$ cat src/rtl/sdi_sync_pkg.sv
`timescale 1ns/1ps
package sdi_sync_pkg;
  localparam int unsigned DEF_WORD_W = 10;  // multiplexed word width
  localparam int unsigned DEF_ONES   = 8;   // all-ones words per preamble
  localparam int unsigned DEF_ZEROS  = 16;  // all-zeros words per preamble
  localparam int unsigned DEF_KEEP   = 2;   // zero words kept beside the last ones word
  localparam int unsigned DEF_FLIP   = 1;   // bit position that is toggled

  // Segment of the preamble that a transmit word falls into
  typedef enum logic [1:0] {
    SEG_IDLE = 2'd0,
    SEG_CLR  = 2'd1,
    SEG_KEEP = 2'd2,
    SEG_SET  = 2'd3
  } seg_e;
endpackage

$ cat src/rtl/sdi_sync_tx_ins.sv
`timescale 1ns/1ps
module sdi_sync_tx_ins
  import sdi_sync_pkg::*;
#(
  parameter int unsigned W     = DEF_WORD_W,
  parameter int unsigned ONES  = DEF_ONES,
  parameter int unsigned ZEROS = DEF_ZEROS,
  parameter int unsigned KEEP  = DEF_KEEP,
  parameter int unsigned FLIP  = DEF_FLIP
) (
  input  logic         clk,
  input  logic         rst_n,
  input  logic         adv,
  input  logic         strobe,
  input  logic [W-1:0] din,
  output logic [W-1:0] dout
);
  localparam int unsigned LEN     = ONES + ZEROS;
  localparam int unsigned PW      = $clog2(LEN + 1);
  localparam int unsigned CLR_END = ONES - 1;     // first kept position
  localparam int unsigned SET_BEG = ONES + KEEP;  // first set position

  logic [PW-1:0] pos_q, pos_now;
  logic          live_q, live_now;
  seg_e          seg;
  logic [W-1:0]  word;

  // a strobe restarts the count on its own word
  assign live_now = strobe | live_q;
  assign pos_now  = strobe ? '0 : pos_q;

  always_comb begin
    if (!live_now)                    seg = SEG_IDLE;
    else if (pos_now < PW'(CLR_END))  seg = SEG_CLR;
    else if (pos_now < PW'(SET_BEG))  seg = SEG_KEEP;
    else                              seg = SEG_SET;
    word = din;
    case (seg)
      SEG_CLR: word[FLIP] = 1'b0;
      SEG_SET: word[FLIP] = 1'b1;
      default: ;
    endcase
  end

  always_ff @(posedge clk) begin
    if (!rst_n) begin
      dout   <= '0;
      pos_q  <= '0;
      live_q <= 1'b0;
    end else if (adv) begin
      dout <= word;
      if (live_now) begin
        if (pos_now == PW'(LEN - 1)) begin
          live_q <= 1'b0;
          pos_q  <= '0;
        end else begin
          live_q <= 1'b1;
          pos_q  <= pos_now + PW'(1);
        end
      end
    end
  end
endmodule

$ cat src/rtl/sdi_sync_rx_rest.sv
`timescale 1ns/1ps
module sdi_sync_rx_rest
  import sdi_sync_pkg::*;
#(
  parameter int unsigned W     = DEF_WORD_W,
  parameter int unsigned ONES  = DEF_ONES,
  parameter int unsigned ZEROS = DEF_ZEROS,
  parameter int unsigned KEEP  = DEF_KEEP,
  parameter int unsigned FLIP  = DEF_FLIP
) (
  input  logic         clk,
  input  logic         rst_n,
  input  logic         adv,
  input  logic [W-1:0] din,
  output logic [W-1:0] dout
);
  localparam int unsigned HIST    = ONES + KEEP;   // history line depth
  localparam int unsigned RESTORE = ZEROS - KEEP;  // zero words to restore
  localparam int unsigned CW      = $clog2(RESTORE + 1);
  localparam logic [W-1:0] ALL1     = '1;
  localparam logic [W-1:0] SET_WORD = W'(1) << FLIP;
  localparam logic [W-1:0] CLR_WORD = ALL1 & ~SET_WORD;

  logic [W-1:0]    sr  [HIST];
  logic [W-1:0]    nxt [HIST];
  logic [KEEP-1:0] zok;
  logic            hit;
  logic [CW-1:0]   zcnt;

  // triplet completes when the incoming word is the last kept zero
  assign zok[0] = (din == '0);
  for (genvar k = 1; k < KEEP; k++) begin : g_zero
    assign zok[k] = (sr[k-1] == '0);
  end
  assign hit = (&zok) && (sr[KEEP-1] == ALL1);

  // entry stage: restore zero words while the window is open
  assign nxt[0] = ((zcnt != '0) && (din == SET_WORD)) ? '0 : din;

  // later stages: words behind the ones word are restored on a hit
  for (genvar i = 1; i < HIST; i++) begin : g_stage
    if (i > KEEP) begin : g_fix
      assign nxt[i] = (hit && (sr[i-1] == CLR_WORD)) ? ALL1 : sr[i-1];
    end else begin : g_pass
      assign nxt[i] = sr[i-1];
    end
  end

  always_ff @(posedge clk) begin
    if (!rst_n) begin
      for (int i = 0; i < HIST; i++) sr[i] <= '0;
      zcnt <= '0;
    end else if (adv) begin
      for (int i = 0; i < HIST; i++) sr[i] <= nxt[i];
      if (hit)               zcnt <= CW'(RESTORE);
      else if (zcnt != '0)   zcnt <= zcnt - CW'(1);
    end
  end

  assign dout = sr[HIST-1];
endmodule

$ cat src/rtl/sdi_sync_codec.sv
`timescale 1ns/1ps
module sdi_sync_codec
  import sdi_sync_pkg::*;
#(
  parameter int unsigned W     = DEF_WORD_W,
  parameter int unsigned ONES  = DEF_ONES,
  parameter int unsigned ZEROS = DEF_ZEROS,
  parameter int unsigned KEEP  = DEF_KEEP,
  parameter int unsigned FLIP  = DEF_FLIP
) (
  input  logic         clk,
  input  logic         rst_n,
  input  logic         tx_in_valid,
  output logic         tx_in_ready,
  input  logic [W-1:0] tx_in_data,
  input  logic         tx_trs_start,
  output logic         tx_out_valid,
  input  logic         tx_out_ready,
  output logic [W-1:0] tx_out_data,
  input  logic         rx_in_valid,
  output logic         rx_in_ready,
  input  logic [W-1:0] rx_in_data,
  output logic         rx_out_valid,
  input  logic         rx_out_ready,
  output logic [W-1:0] rx_out_data
);
  logic tx_adv, rx_adv;

  // pass-through handshake: one word in pushes one word out
  assign tx_in_ready  = tx_out_ready;
  assign tx_out_valid = tx_in_valid;
  assign tx_adv       = tx_in_valid & tx_out_ready;
  assign rx_in_ready  = rx_out_ready;
  assign rx_out_valid = rx_in_valid;
  assign rx_adv       = rx_in_valid & rx_out_ready;

  sdi_sync_tx_ins #(
    .W(W), .ONES(ONES), .ZEROS(ZEROS), .KEEP(KEEP), .FLIP(FLIP)
  ) u_ins (
    .clk(clk), .rst_n(rst_n), .adv(tx_adv), .strobe(tx_trs_start),
    .din(tx_in_data), .dout(tx_out_data)
  );

  sdi_sync_rx_rest #(
    .W(W), .ONES(ONES), .ZEROS(ZEROS), .KEEP(KEEP), .FLIP(FLIP)
  ) u_rest (
    .clk(clk), .rst_n(rst_n), .adv(rx_adv),
    .din(rx_in_data), .dout(rx_out_data)
  );
endmodule

$ cat config.mk
export PLATFORM = sky130hd
export DESIGN_NAME = sdi_sync_codec
export DESIGN_NICKNAME = d
export VERILOG_FILES = /design/src/rtl/sdi_sync_pkg.sv /design/src/rtl/sdi_sync_tx_ins.sv /design/src/rtl/sdi_sync_rx_rest.sv /design/src/rtl/sdi_sync_codec.sv
export SDC_FILE = /design/constraint.sdc
export NUM_CORES = 1
export LEC_CHECK = 0
export ABC_AREA = 1
export ABC_CLOCK_PERIOD_IN_PS = 3700
export BUFFER_PORTS_ARGS = -buffer_cell sky130_fd_sc_hd__buf_2
export CAP_MARGIN = 30
export CORE_ASPECT_RATIO = 0.5
export CORE_MARGIN = 1.5
export CORE_UTILIZATION = 59
export DETAILED_ROUTE_END_ITERATION = 8
export GPL_TIMING_DRIVEN = 0
export PLACE_DENSITY = 0.77
export RECOVER_POWER = 100
export SLEW_MARGIN = 30
export SYNTH_ARGS = -nofsm -noshare
export SYNTH_HDL_FRONTEND = slang
export SYNTH_SLANG_ARGS = --single-unit
$ cat constraint.sdc
create_clock -name clk -period 3.7 [get_ports clk]
set_input_delay 0.37 -clock clk [delete_from_list [all_inputs] [get_ports clk]]
set_output_delay 0.37 -clock clk [all_outputs]
set_load 0.02 [all_outputs]
# Word-level counts from Yosys, hierarchy flattened

Memory sizes are Yosys's and may differ from the RTL's.
Cells that the tools add are included.

Register bits: 20
Memory bits (writable): 100
Input bits: 27
Output and inout bits: 24
Word-level logic and storage cells: 81
Memories: 1

Memories:

| memory    | words | bits a word | read ports | clocked after Yosys merged registers in | wr ports | RTL line               | source |
|---|---|---|---|---|---|---|---|
| u_rest.sr | 10    | 10          | 10         | 0                                       | 10       | sdi_sync_rx_rest.sv:24 | `logic [W-1:0] sr [HIST];` |

$add $sub $neg: 2
Magnitude comparators: 2
Equal/unequal tests: 12
Multiplexer cells: 31
Bitwise gates (word level): 13
Reduce and logical (&&, ||, !) cells: 16

Operators by type and width:

| operator             | number |
|---|---|
| $mux 10              | 18 |
| $eq 10x10->1 const B | 8 |
| $logic_not 10->1     | 2 |
| $or 1x1->1           | 11 |
| $eq 10x2->1 const B  | 1 |
| $mux 5               | 2 |
| $logic_and 1x1->1    | 9 |
| $mux 4               | 2 |
| $mux 1               | 6 |
| $reduce_and 2->1     | 3 |
| $add 5x1->5 const B  | 1 |
| $eq 5x5->1 const B   | 1 |
| $lt 5x3->1 const B   | 1 |
| $lt 5x4->1 const B   | 1 |
| $mux 2               | 2 |
| $reduce_bool 4->1    | 1 |
| $sub 4x1->4 const B  | 1 |
| $and 1x1->1          | 2 |
| $eq 2x1->1 const B   | 1 |
| $eq 2x2->1 const B   | 1 |
| $pmux 1 s2           | 1 |
| $reduce_bool 2->1    | 1 |

# Logic depth before layout (Yosys ltp)

Gate-level depths: netlist of the first run.

Depth in word-level cells: 7
Gate-level depth with buffers: 11
Gate-level depth less buffers: 11

# Modules after synthesis

Synthesis of the first run repeated with hierarchy kept, for this count alone.

Cells, all modules: 531
Area, all modules: 5181.2 µm²

Modules (own cells, without submodules):

| module           | instances | cells an instance | area an instance (µm²) | seq. area each (µm²) |
|---|---|---|---|---|
| sdi_sync_rx_rest | 1         | 419               | 4399.2                 | 3083.0 |
| sdi_sync_tx_ins  | 1         | 104               | 737.0                  | 320.3 |
| sdi_sync_codec   | 1         | 8                 | 45.0                   | 0.0 |

# Least setup slack after synthesis of the first run

OpenSTA, ideal clock, no wires.

Path type: input to register
Start point: input rst_n
End point: memory u_rest.sr[0][0] in the netlist's numbering (enable)
Arrival: 2.275 ns
Path slack: 0.498 ns
Stages on the path: 2
Path buffers: 1
Cell sequence: clkbuf_1 nand2_1

RTL lines:

| what        | RTL line               | source |
|---|---|---|
| from (decl) | sdi_sync_codec.sv:12   | `input logic rst_n,` |
| to (decl)   | sdi_sync_rx_rest.sv:24 |  |

==> metrics.csv, run 1 <==
metric;value;unit
status;finished, final reports clean;
buffer count from post-CTS setup fixing;0;
antenna violations before repair;0;
critical path endpoint category;flip-flop;
Rel. slew slack;0.206;
number of flops mapped to enable cells by yosys;100;
io pins;51;
worst vdd ir;0.350;mV
Mean Syn Cell Area;11.1;um2
first-pass GRT wire length;14500;um
Area contributors post-synth;edfxtp_1 (52%), nor2_4 (14%), inv_1 (7.0%);
CTS root buf;clkbuf_16;
Final Core Density;0.652;
final hold viol count;0;
Data arrival, critical path;2340;ps
Via density;4.65;
Synth Cell Area;5760;um2
CP startpoint kind;input pin;
Cell variety after synth;26;
Fmax;410;MHz
core area;9450;um2
Clock Latency Late Sink;410;ps
Chip Width;143;um
CP most frequent cell;clkbuf_1;
Antenna Nets Post-Route;0;
drc violations;0;
R2R setup slack;1730;ps
FP Rows;25;
DRT iter0 DRCs;200;
Worst-Margin Slew;1190;ps
Starting Density;0.610;
gr ovfl total;0;
Final TNS setup;0;ps
placed instance count;707;
Critical-path top delay cell;clkbuf_2;
area grow syn2layout;7.04;%
Post-Layout Cell Count;739;
Worst Skew;11.1;ps
drt pass-1 iters;4;
vias in the first global route;3309;
Total GRT Usage;0.188;
fill cell count;750;
via count;3440;
CTS Hold Buffers Added;0;
Power Dens Cells;527;nW/um2
largest net degree at the start of global routing;52;
GPL Wtd Cong;0.831;
Port Buffer Count;50;
fin. max-slew vios;0;
post-synthesis cell count;521;
Yosys top cell by area;edfxtp_1;
synthesis-stage register bit count;120;
RSZ-0062 raised after global routing;false;
die height;72.9;um
TritonCTS buffer count;17;
Final Setup Violations;0;
Max Cap Viol;0;
Largest stage delay, worst path;800;ps
H-tree levels;4;
Async SR Flop Fraction;0;
Tcrit/Tclk final;0.658;
crit path time final;2440;ps
proportion of netlist area held by the largest area contributor;0.522;
Post-synth top flop;edfxtp_1;
DP HPWL;5890;um
clock slew at reported path FFs;50;ps
clock buffer depth;2;
critical-path maximum fanout;51;
CTS tree;yes;
final net count;621;
fraction of layout cells with a size suffix above 1;0.118;
register area share after synthesis;0.591;
synth warn;0;
post-detailed-route wirelength per cell;12.0;um
synthesized net count;551;
Pwr Total;3.25;mW
crit-path cells;clkbuf_1, clkbuf_1, nand2_4, clkbuf_2;
Hold WC Path Type;in2reg;
Static Leak;2.56;nW
WL final;8880;um
# resized after CTS;0;
crit path kind;in2reg;
CP required;3600;ps
Inserted Diodes;0;
die area;10400;um2
# clock sinks;120;
[report_power, final]
| part | total, mW | switching, mW | leakage (nW) | internal, mW |
|---|---|---|---|---|
| Sequential | 1.58 | 0.0326 | 1.23 | 1.55 |
| Clock | 1.45 | 0.549 | 0.261 | 0.902 |
| Combinational | 0.215 | 0.147 | 1.07 | 0.0677 |
[synth_stat cells (7+ instances only)]
cell      count
nand3_1      16
nor2_4       70
nor3_1       14
nor2_1       78
o21a_1        7
a21oi_1      12
inv_1       108
o21ai_0      15
edfxtp_1    100
buf_12        7
nand2_1      49
dfxtp_1      20
[routing by layer]
metal / track usage / vias up / part of all wire
met5: 0 / - / 0
met4: 0.0893 / 0 / 0.011
met3: 0.0604 / 9 / 0.033
met2: 0.340 / 59 / 0.52
met1: 0.205 / 1605 / 0.44
li1: - / 1767 / -
[worst max-delay path: cells and delay by family]
family	cells	cell delay (ps)
buffers and inverters	3	1450
and+or+nand+nor	1	460
[metrics by stage]
stage          setup WS (ps)  instance area [um2]  hold WS (ps)
2_1_floorplan            498                 5760           444
3_3_place_gp            -735                 6180           459
3_5_place_dp            1570                 6210           463
4_1_cts                 1990                 6730           201
5_1_grt                 1000                 6160           207
6_report                1260                 6160           217
[kinds of logic after synthesis]
| group | share of synthesized area |
|---|---|
| compound gates | 0.0354 |
| fa+ha+maj | 0.00652 |
| buf+inv | 0.109 |
| simple gates | 0.254 |
| flops | 0.591 |
| xor+xnor | 0.00456 |
[layout make-up]
cell class | count | area [um2] | area share
clock inverters | 13 | 87.6 | 0.0142
plain buffers | 17 | 193 | 0.0313
multi-input cells | 274 | 1240 | 0.201
repair buffers | 51 | 223 | 0.0361
well taps | 135 | 169 | 0.0274
flip-flops and latches | 120 | 3400 | 0.552
clock buffers | 19 | 433 | 0.0702
inverters | 110 | 415 | 0.0674
[state kept, by name (all words and copies together), names as in the netlist]
signal and cells:
u_ins.pos_q 5, u_rest.sr 100, u_rest.zcnt 4, u_ins.live_q 1, u_ins.dout 10
[placed cells by master (no fill, tap or decap)]
| cell type | count |
|---|---|
| nand3_1 | 16 |
| o21bai_1 | 1 |
| nor2_1 | 142 |
| buf_4 | 4 |
| clkinv_2 | 6 |
| nor3_1 | 14 |
| dfxtp_1 | 20 |
| nand2_1 | 49 |
| o21a_1 | 7 |
| buf_12 | 7 |
| ha_1 | 3 |
| nand4_1 | 2 |
| clkinv_4 | 1 |
| clkbuf_16 | 17 |
| clkbuf_1 | 34 |
| edfxtp_1 | 100 |
| inv_4 | 1 |
| nor2_2 | 1 |
| inv_1 | 109 |
| o21ai_0 | 16 |
| clkinv_1 | 5 |
| nand2_4 | 1 |
| nor2_4 | 7 |
| buf_2 | 24 |
| clkbuf_2 | 1 |
| bufinv_16 | 1 |
| a21oi_1 | 12 |
| xor2_1 | 3 |
[path summary, 6_finish.rpt]
| kind | cells past startpoint | from | to |
|---|---|---|---|
| worst max-delay path | 4 | rst_n | u_rest.sr[8][2] |
| worst min-delay path | 3 | tx_in_data[4] | u_ins.dout[4] |
| worst min register to register | 2 | u_ins.live_q | u_ins.live_q |
| worst max register to register | 8 | u_rest.zcnt[0] | u_rest.sr[0][8] |
No activity file was read; power rests on OpenSTA's default activity.
==> run 2, diff against run 1 <==
- ABC_AREA: 1 -> 0
- ABC_CLOCK_PERIOD_IN_PS: 3700 -> 2000
- CORE_UTILIZATION: 59 -> 53
- PLACE_DENSITY: 0.77 -> 0.74
- clock period: 3.7 -> 2 ns (I/O delays scaled with it)
==> run 2 against run 1 <==
The run now ends with design-rule violations left. Global-route usage fell by 0.50 points. Cell area shrank 4.1%. Final cell count fell by 21%. Die area shrank 4.2%. Clock-buffer cell count rose by 7. Non-clock buffer count grew 1. Flip-flop and latch count unchanged. Worst hold slack got worse by 190 ps. Total power up 91%. Combinational power is 68% higher. Synthesized area shrank 14%. Largest cell class unchanged. Highest routed layer unchanged.
==> metrics.csv, run 2 <==
metric;value;unit;change
Hold WC Path Type;in2reg;;
clock slew at reported path FFs;60;ps;about the same
most common library cell in the layout ignoring fill and taps;edfxtp_1;;
GPL Wtd Cong;0.837;;+0.69%
uppermost layer routed;met4;;
most frequent cells in the layout;edfxtp_1 (100), and2_0 (61), clkbuf_1 (46), nand2_1 (39), and2_1 (34);;
fraction of layout cells with a size suffix above 1;0.130;;+0.0125
antenna violations before repair;0;;unchanged
post-detailed-route wirelength per cell;13.8;um;+14%
Port Buffer Count;49;;-2.0%
crit path kind;reg2reg;;
H-tree levels;4;;unchanged
core area;8890;um2;-5.9%
WL final;8060;um;-9.2%
Via density;5.16;;+11%
count leader, synth;edfxtp_1;;
Final Setup Violations;0;;unchanged
CP required;2260;ps;-1340 ps
fill cell count;650;;-13%
Largest register FFs;100;;unchanged
gr ovfl total;0;;unchanged
status;complete, but fails checks;;
DRT iter0 DRCs;145;;-28%
Fmax;524;MHz;
first-pass GRT wire length;13500;um;-6.9%
CTS root buf;clkbuf_16;;
drc violations;3;;+3
die height;71.3;um;-2.1%
vias in the first global route;2939;;-11%
metal2 WL;3870;um;-16%
Tcrit/Tclk final;0.954;;
crit path time final;1910;ps;
proportion of netlist area held by the largest area contributor;0.607;;+0.0855
DP HPWL;5290;um;-10%
violated checks;design-rule violations;;
Post-synth top flop;edfxtp_1;;
via count;3023;;-12%
top flop regs;u_rest.sr x100, u_ins.dout x10, u_ins.pos_q x5;;
buffer count from post-CTS setup fixing;0;;unchanged
final hold viol count;0;;unchanged
Inserted Diodes;0;;unchanged
drt pass-1 iters;6;;+2
CTS tree;yes;;
Worst Skew;6.56;ps;-4.57 ps
Async SR Flop Fraction;0;;unchanged
Worst-Margin Slew;875;ps;-317 ps
critical path endpoint category;flip-flop;;
Synth Cell Area;4950;um2;-14%
die area;9960;um2;-4.2%
wl on met1;3630;um;-6.6%
RSZ-0062 raised after global routing;false;;
fin. max-slew vios;0;;unchanged
area grow syn2layout;19.4;%;
largest net degree at the start of global routing;101;;+94%
Pwr Total;6.20;mW;+91%
worst vdd ir;0.719;mV;+110%
placed instance count;554;;-22%
critical-path maximum fanout;10;;-80%
Static Leak;2.14;nW;-17%
Total GRT Usage;0.183;;-0.00497
io pins;51;;unchanged
Cell variety after synth;36;;+38%
Data arrival, critical path;2170;ps;-170 ps
synthesis-stage register bit count;120;;unchanged
synthesized net count;418;;-24%
post-synthesis cell count;388;;-26%
synth cell count leaders;edfxtp_1 (100), and2_1 (95), nand2_1 (40);;
register area share after synthesis;0.688;;+0.0969
Rel. slew slack;0.411;;+0.205
Mean Syn Cell Area;12.8;um2;+15%
Chip Width;140;um;-2.2%
Yosys top cell by area;edfxtp_1;;
design area;5910;um2;-4.1%
TritonCTS buffer count;17;;unchanged
met3 WL;388;um;+31%
Hold WS;31.6;ps;-185 ps
DP Area;5360;um2;-14%
CP startpoint kind;flip-flop;;
clock buffer depth;2;;unchanged
final net count;486;;-22%
Power Dens Cells;1050;nW/um2;+99%
Final TNS setup;0;ps;unchanged
Area contributors post-synth;edfxtp_1 (61%), and2_1 (12%), dfxtp_1 (8.1%);;
Max Cap Viol;0;;unchanged
Antenna Nets Post-Route;0;;unchanged
Largest Register;u_rest.sr;;
FP Rows;24;;-4.0%
number of flops mapped to enable cells by yosys;100;;unchanged
# clock sinks;120;;unchanged
Post-Layout Cell Count;586;;-21%
Starting Density;0.557;;-0.0529
synth warn;0;;unchanged
Clock Latency Late Sink;410;ps;about the same
## run 2: changes by cell type in the layout (fill, tap and decap cells not counted), sizes merged, moves of 8 or more
cell,delta
inv,-105
clkbuf,+16
nor2,-137
nand2,-10
clkinv,-8
and2,+96
buf,-8
a21boi,+13
## run 2: final cells by class
| class | instances | area, um2 | share of cell area |
|---|---|---|---|
| buffer | 20 | 97.6 | 0.0165 |
| tap | 117 | 146 | 0.0248 |
| sequential | 120 | 3400 | 0.576 |
| clock buffer | 26 | 543 | 0.0919 |
| clock inverter | 6 | 32.5 | 0.00550 |
| timing repair buffer | 49 | 211 | 0.0358 |
| inverter | 3 | 11.3 | 0.00191 |
| multi-input combinational | 245 | 1460 | 0.248 |
## run 2: cell families (layout without fill, tap and decap cells)
group,after synthesis,after routing,synth area share
simple gates,202,202,0.231
flops,120,120,0.688
compound gates,39,39,0.0498
buf+inv,23,104,0.0220
fa+ha+maj,3,3,0.00759
mux,1,1,0.00202
## run 2: stage by stage
stage | util | setup slack [ps]
finish | 0.665 | 92.8
global route | 0.665 | 2.23
CTS | 0.669 | 96.4
detailed placement | 0.602 | -48.5
global placement | 0.601 | -96.6
floorplan | - | 206
## run 2: what timing repair did
action,in CTS,in global routing
hold buffers,0,0
endpoints found under the setup margin,9,0
resized for setup,2,0
## run 2: per-layer routing
layer	up-vias	track usage
li1	1522	-
met1	1422	0.215
met2	62	0.302
met3	17	0.0622
met4	0	0.104
met5	-	0
## run 2: final timing paths
path	from	to	slack (ps)	depth (start not counted)
min reg2reg	u_ins.dout[9]	u_ins.dout[9]	460	2
max reg2reg	u_rest.sr[0][7]	u_rest.sr[9][1]	90	6
min	tx_in_data[6]	u_ins.dout[6]	30	3
max	u_rest.sr[0][7]	u_rest.sr[9][1]	90	6
## run 2: worst max-delay path, stage by stage, from the launching register on
cell and delay [ps]:
edfxtp_1 380, or4_1 590, nor4_4 210, and3_4 260
buf_6 150, a21oi_1 70, nor2_1 100
## run 2: where the power goes
part	total, mW	leakage [nW]	internal (mW)	switching [mW]
Clock	2.89	0.290	1.86	1.03
Sequential	2.95	1.23	2.88	0.0715
Combinational	0.362	0.619	0.122	0.240
Total	6.20	2.14	4.86	1.34
==> run 3, diff against run 2 <==
- CORE_ASPECT_RATIO: 0.5 -> default
- CORE_UTILIZATION: 53 -> 38
- PLACE_DENSITY: 0.74 -> 0.56
==> run 3 against run 2 <==
Die area is 38% higher. Largest cell class unchanged. Clock power is 2% lower. Non-clock buffer count stayed put. First-iteration DRC count is 31% higher. Wire length is 5.9% higher. Final cell count is 9.2% higher. Sequential power hardly changed. Sequential share of layout area is 0.40 points lower. Fmax is 3.4% higher. Worst hold slack better by 17 ps. Combinational power is 1% higher. Worst setup slack better by 63 ps. The flow now finishes without violations.
==> metrics.csv, run 3 (same netlist as run 2, synthesis figures left out) <==
metric;value;unit;change
status;finished, final reports clean;;
Clock Latency Late Sink;400;ps;about the same
top flop regs;u_rest.sr x100, u_ins.dout x10, u_ins.pos_q x5;;
Crit path max-delay family;simple AND/OR/NAND/NOR gates;;
Largest Register;u_rest.sr;;
most common library cell in the layout ignoring fill and taps;edfxtp_1;;
Hold WC Path Type;in2reg;;
Antenna Nets Post-Route;0;;unchanged
final hold viol count;0;;unchanged
crit path kind;reg2reg;;
Pwr Total;6.14;mW;-0.95%
critical path endpoint category;flip-flop;;
Inserted Diodes;0;;unchanged
first-pass GRT wire length;14200;um;+5.3%
Critical-path top delay cell;or4_4;;
clock buffer depth;2;;unchanged
Fmax;542;MHz;+3.4%
H-tree levels;4;;unchanged
Tcrit/Tclk final;0.922;;-0.0315
Total GRT Usage;0.138;;-0.0445
crit path time final;1840;ps;-63.1 ps
Chip Width;117;um;-16%
Final Setup Violations;0;;unchanged
fraction of layout cells with a size suffix above 1;0.130;;+0.000278
CTS Hold Buffers Added;0;;unchanged
Power Dens Cells;1030;nW/um2;-1.6%
CP bufs+invs;1;;unchanged
Static Leak;2.13;nW;-0.37%
Final TNS setup;0;ps;unchanged
fin. max-slew vios;0;;unchanged
antenna violations before repair;0;;unchanged
drc violations;0;;-3
largest net degree at the start of global routing;101;;unchanged
Max Cap Viol;0;;unchanged
die height;117;um;+64%
register area;3400;um2;unchanged
crit-path cells;or4_4, nor4_4, and3_4, buf_6, a21oi_1, nor2_1;;
Via density;4.80;;-7.0%
drt pass-1 iters;4;;-2
# clock sinks;120;;unchanged
critical-path maximum fanout;10;;unchanged
Largest register FFs;100;;unchanged
Rel. slew slack;0.354;;-0.0569
Worst-Margin Slew;959;ps;+84.4 ps
multi-input logic area;1470;um2;+0.26%
gr ovfl total;0;;unchanged
io pins;51;;unchanged
RSZ-0062 raised after global routing;false;;
die area;13700;um2;+38%
WL final;8540;um;+5.9%
clock slew at reported path FFs;50;ps;about the same
Port Buffer Count;49;;unchanged
CP required;2260;ps;about the same
CTS tree;yes;;
worst vdd ir;0.579;mV;-19%
FP Rows;41;;+71%
Starting Density;0.390;;-0.166
GPL Wtd Cong;0.779;;-6.9%
via count;3069;;+1.5%
Worst Skew;5.24;ps;-1.32 ps
DP HPWL;5610;um;+6.1%
most frequent cells in the layout;edfxtp_1 (100), and2_0 (55), clkbuf_1 (43), and2_1 (40), nand2_1 (39);;
final net count;486;;unchanged
Data arrival, critical path;2100;ps;-70 ps
fill cell count;1160;;+78%
post-detailed-route wirelength per cell;13.3;um;-3.0%
DRT iter0 DRCs;190;;+31%
CP startpoint kind;flip-flop;;
Largest stage delay, worst path;540;ps;-50 ps
TritonCTS buffer count;17;;unchanged
area grow syn2layout;20.3;%;
core area;12700;um2;+43%
CTS root buf;clkbuf_16;;
vias in the first global route;3090;;+5.1%
run 3: layer usage:
metal  track usage  share of wire  up-vias
li1              -              -     1512
met1         0.156           0.43     1490
met2         0.245           0.52       53
met3        0.0402          0.031       14
met4        0.0610          0.017        0
met5             0              0        -
run 3: path summary, 6_finish.rpt:
| kind | slack, ps | to | from | cells after the start |
|---|---|---|---|---|
| min | 50 | u_ins.dout[5] | tx_in_data[5] | 3 |
| min reg2reg | 470 | u_ins.dout[4] | u_ins.dout[4] | 2 |
| max | 160 | u_rest.sr[5][1] | u_rest.sr[0][6] | 6 |
| max reg2reg | 160 | u_rest.sr[5][1] | u_rest.sr[0][6] | 6 |
run 3: worst reg2reg max path: cells and delay by family (launching register included):
kind	cells	cell delay [ps]
AO/OA/AOI/OAI	1	80
buffers and inverters	1	160
flip-flops	1	400
AND/OR/NAND/NOR	4	1070
run 3: area by class of cell:
cell class                      count  area share
Buffer                             20      0.0164
Sequential cell                   120       0.572
Tap cell                          172      0.0362
Multi-Input combinational cell    245       0.247
Clock inverter                     12      0.0185
Clock buffer                       19      0.0728
Inverter                            3     0.00189
Timing Repair Buffer               49      0.0357
run 3: what timing repair did:
item                       in CTS  in global routing
gates cloned                    0                  0
resized for setup               2                  1
pin swaps                       1                  1
buffers inserted                0                  0
setup endpoints to repair       9                  1
run 3: report_power, final:
group	switching, mW	total, mW	internal (mW)
clock	1.03	2.83	1.80
sequential	0.0729	2.95	2.88
combinational	0.243	0.367	0.125
run 3: metrics by stage:
stage	util	cell area [um2]	hold slack (ps)	setup slack [ps]	std cells
global placement	0.427	5420	448	-131	609
floorplan	-	4950	345	206	388
global route	0.470	5950	46.4	30.4	640
detailed placement	0.428	5420	460	-30.6	609
CTS	0.472	5980	39.1	99.1	640
finish	0.470	5950	48.6	156	640
